--- src/rtl/chk_prbs_gen.sv ---
module chk_prbs_gen #(
   parameter int          LANES = 4,
   parameter logic [22:0] SEED  = 23'h7FFFFF
) (
   input  logic               clk,
   input  logic               rst_n,
   input  logic               reseed,
   input  logic               advance,
   output logic [8*LANES-1:0] exp_bytes
);
   localparam int NB = 8 * LANES;

   logic [22:0] st, st_nxt;

   // Unrolled serial generator: NB steps per column, first bit to bit 7.
   always_comb begin
      logic [22:0] s;
      logic        b;
      s = st;
      exp_bytes = '0;
      for (int k = 0; k < NB; k++) begin
         b = s[22] ^ s[17];
         s = {s[21:0], b};
         exp_bytes[(k / 8) * 8 + 7 - (k % 8)] = b;
      end
      st_nxt = s;
   end

   always_ff @(posedge clk or negedge rst_n) begin
      if (!rst_n)       st <= SEED;
      else if (reseed)  st <= SEED;
      else if (advance) st <= st_nxt;
   end
endmodule

--- config.mk ---
export PLATFORM = sky130hd
export DESIGN_NAME = chk_prbs_gen
export DESIGN_NICKNAME = d
export VERILOG_FILES = /design/src/rtl/chk_prbs_gen.sv
export SDC_FILE = /design/constraint.sdc
export NUM_CORES = 1
export LEC_CHECK = 0
export ABC_AREA = 0
export ABC_CLOCK_PERIOD_IN_PS = 2400
export BUFFER_PORTS_ARGS = -buffer_cell sky130_fd_sc_hd__buf_2
export CORE_MARGIN = 5
export CORE_UTILIZATION = 56
export CTS_CLUSTER_DIAMETER = 60
export DETAILED_ROUTE_END_ITERATION = 8
export GPL_ROUTABILITY_DRIVEN = 0
export PLACE_DENSITY = 0.81
export SYNTH_ARGS = -nofsm -noshare
export SYNTH_HDL_FRONTEND = slang
export SYNTH_SLANG_ARGS = --single-unit
--- constraint.sdc ---
create_clock -name clk -period 2.4 [get_ports clk]
set_input_delay 0.48 -clock clk [delete_from_list [all_inputs] [get_ports clk]]
set_output_delay 0.48 -clock clk [all_outputs]
set_load 0.02 [all_outputs]
==> run metrics <==
Final period util between 80 and 90%; synthesized area per cell ~12 um2; kind of start point of the critical path flop; vias in the first global route a little over 900; Largest register FFs 23; syn_nets ~120; initial antenna violation count 0; largest net degree at the start of global routing 47; first-iteration detailed-routing DRC count 11; YS warnings 0; fin area around 0.0015 mm2; hold buffer count at CTS 0; Setup Skew ~1.8 ps; total track usage between 10% and 20%; die area 0.00355 mm2; # fillers 215; I/O Buffers 35; clock root buffer clkbuf_4; grt total ovfl 0; Slew Limit Fails 0; CTS tree built; worst slew pin tran between 700 and 800 ps; type of the tightest min-delay check input pin to asynchronous set/reset pin; clock sink count 23; sequential element share of the synthesized area 43.9%; Reg2Reg Setup Slack 1010 ps; Critical R2R Launch st[4]; nets 145; reg2reg path depth 2; Total Power roughly 1.2 mW; Setup crit end kind output port; vias per std cell about 5.3; Die Height slightly below 60 um; die extent in x 59.6 um; max incr delay on CP about 590 ps; CP max-delay cell dfstp_2; critical path, cell by cell xor3_1 -> buf_2; Antenna Cells 0; Yosys reg bits 23; Fin Setup TNS 0 ps; DP HPWL between 1500 and 2000 um; Mapped Cells 112; Worst Path Max Fanout 4; core box area 0.00241 mm2; Leak Pwr roughly 0.71 nW; worst vdd ir 0.000522 V; Crit Path Category flop to output port; Period minus WS final between 1500 and 2000 ps; row count 18; P&R area growth vs syn 12.3%; WP data required 1920 ps; top-count cell post-synth xor2_1; Worst EP arrival 1510 ps; synthesized area about 0.0014 mm2; Post-synth EDFFs 0; Max-cap violations 0; via count ~900; Clock Latency Late Sink about 310 ps; ys async rst share 100%; CTS H-tree lvls 1; Reg with most FFs st; clk slew on worst S/H paths approximately 120 ps; antenna-violating nets left 0; Fmax achieved ~500 MHz; most common library cells after synthesis xor2_1 (27), a211o_1 (23), dfstp_2 (23), nor2b_1 (23); Slew headroom between 50% and 60%; first-pass GRT wire length approximately 4300 um; top cell type's share of synthesized area roughly 44%; Num CTS Buffers 3; Initial Utilization a little under three fifths; Final setup viols 0; I/O Pins 36; reg-to-reg endpoint st[13]; Area contributors post-synth dfstp_2 (44%), xor2_1 (17%), a211o_1 (15%); outcome finished clean; Clock Tree Buf Depth 2; Total Wirelength ~2600 um; Post-CTS Resized 0; final hold vios 0; Top FF cell, synth dfstp_2; Yosys cell types 8; unrepaired setup endpoints after global routing false; postcts setup bufs 0; # DRC 0; Cell Pwr Density 767 mW/mm2; Synth area leader dfstp_2; layout cells sized above 1 a little over two fifths; wire per inst between 15 and 20 um; placed inst area 0.00152 mm2; DR pass1 iterations 4; top flop regs st x23
==> layer usage <==
| layer | part of all wire, % | GRT usage, % | vias up |
|---|---|---|---|
| met1 | 44 | 20.9 | 445 |
| met5 | 0 | 0 | - |
| met4 | 1.8 | 6.65 | 0 |
| li1 | - | - | 434 |
| met2 | 50 | 26.8 | 19 |
| met3 | 4.1 | 2.40 | 5 |
==> final cells by class <==
class,instances,area (um2),area share (%)
timing repair buffer,35,175,11.3
multi-input combinational,78,701,45.4
sequential,23,604,39.1
tap,30,37.5,2.43
clock buffer,4,26.3,1.70
==> worst max-delay path by stage <==
stage	from	end	slack [ps]	cells past startpoint
after detailed placement	st[4]	exp_bytes[21]	760	2
after global placement	st[0]	exp_bytes[17]	790	2
after CTS	st[4]	exp_bytes[21]	390	2
after floorplan	st[17]	exp_bytes[27]	800	2
after global routing	st[4]	exp_bytes[21]	350	2
final	st[4]	exp_bytes[21]	410	2
==> through the flow <==
step	setup slack (ps)	cells	utilization, %	hold WS, ps
after floorplan	799	112	-	332
after global placement	789	166	63.0	682
after detailed placement	757	166	63.0	685
after CTS	395	170	64.1	447
after global routing	355	170	64.1	483
final	413	170	64.1	435
==> report_power, final <==
group          switching (mW)  internal [mW]
clock network           0.110         0.0649
logic                   0.288          0.200
registers              0.0608          0.459
==> kinds of logic (layout without fill, tap and decap cells) <==
logic type	Yosys count	in the layout	share of synthesized area, %
compound gates	23	23	14.6
xor+xnor	32	32	25.8
buf+inv	11	39	5.10
flops	23	23	43.9
simple gates	23	23	10.5
==> critical path: cells and delay by family (launching register included) <==
| family | cells | cell delay, ps |
|---|---|---|
| xor gates and xnor gates | 1 | 430 |
| buffers and inverters | 1 | 170 |
| DFF | 1 | 590 |
==> cell usage in the layout (no fill, tap or decap), drive strengths merged <==
master,count
a211o,23
clkbuf,4
nor2b,23
dfstp,23
xor2,27
buf,35
xor3,5
Power figures use the tool's default switching activity.
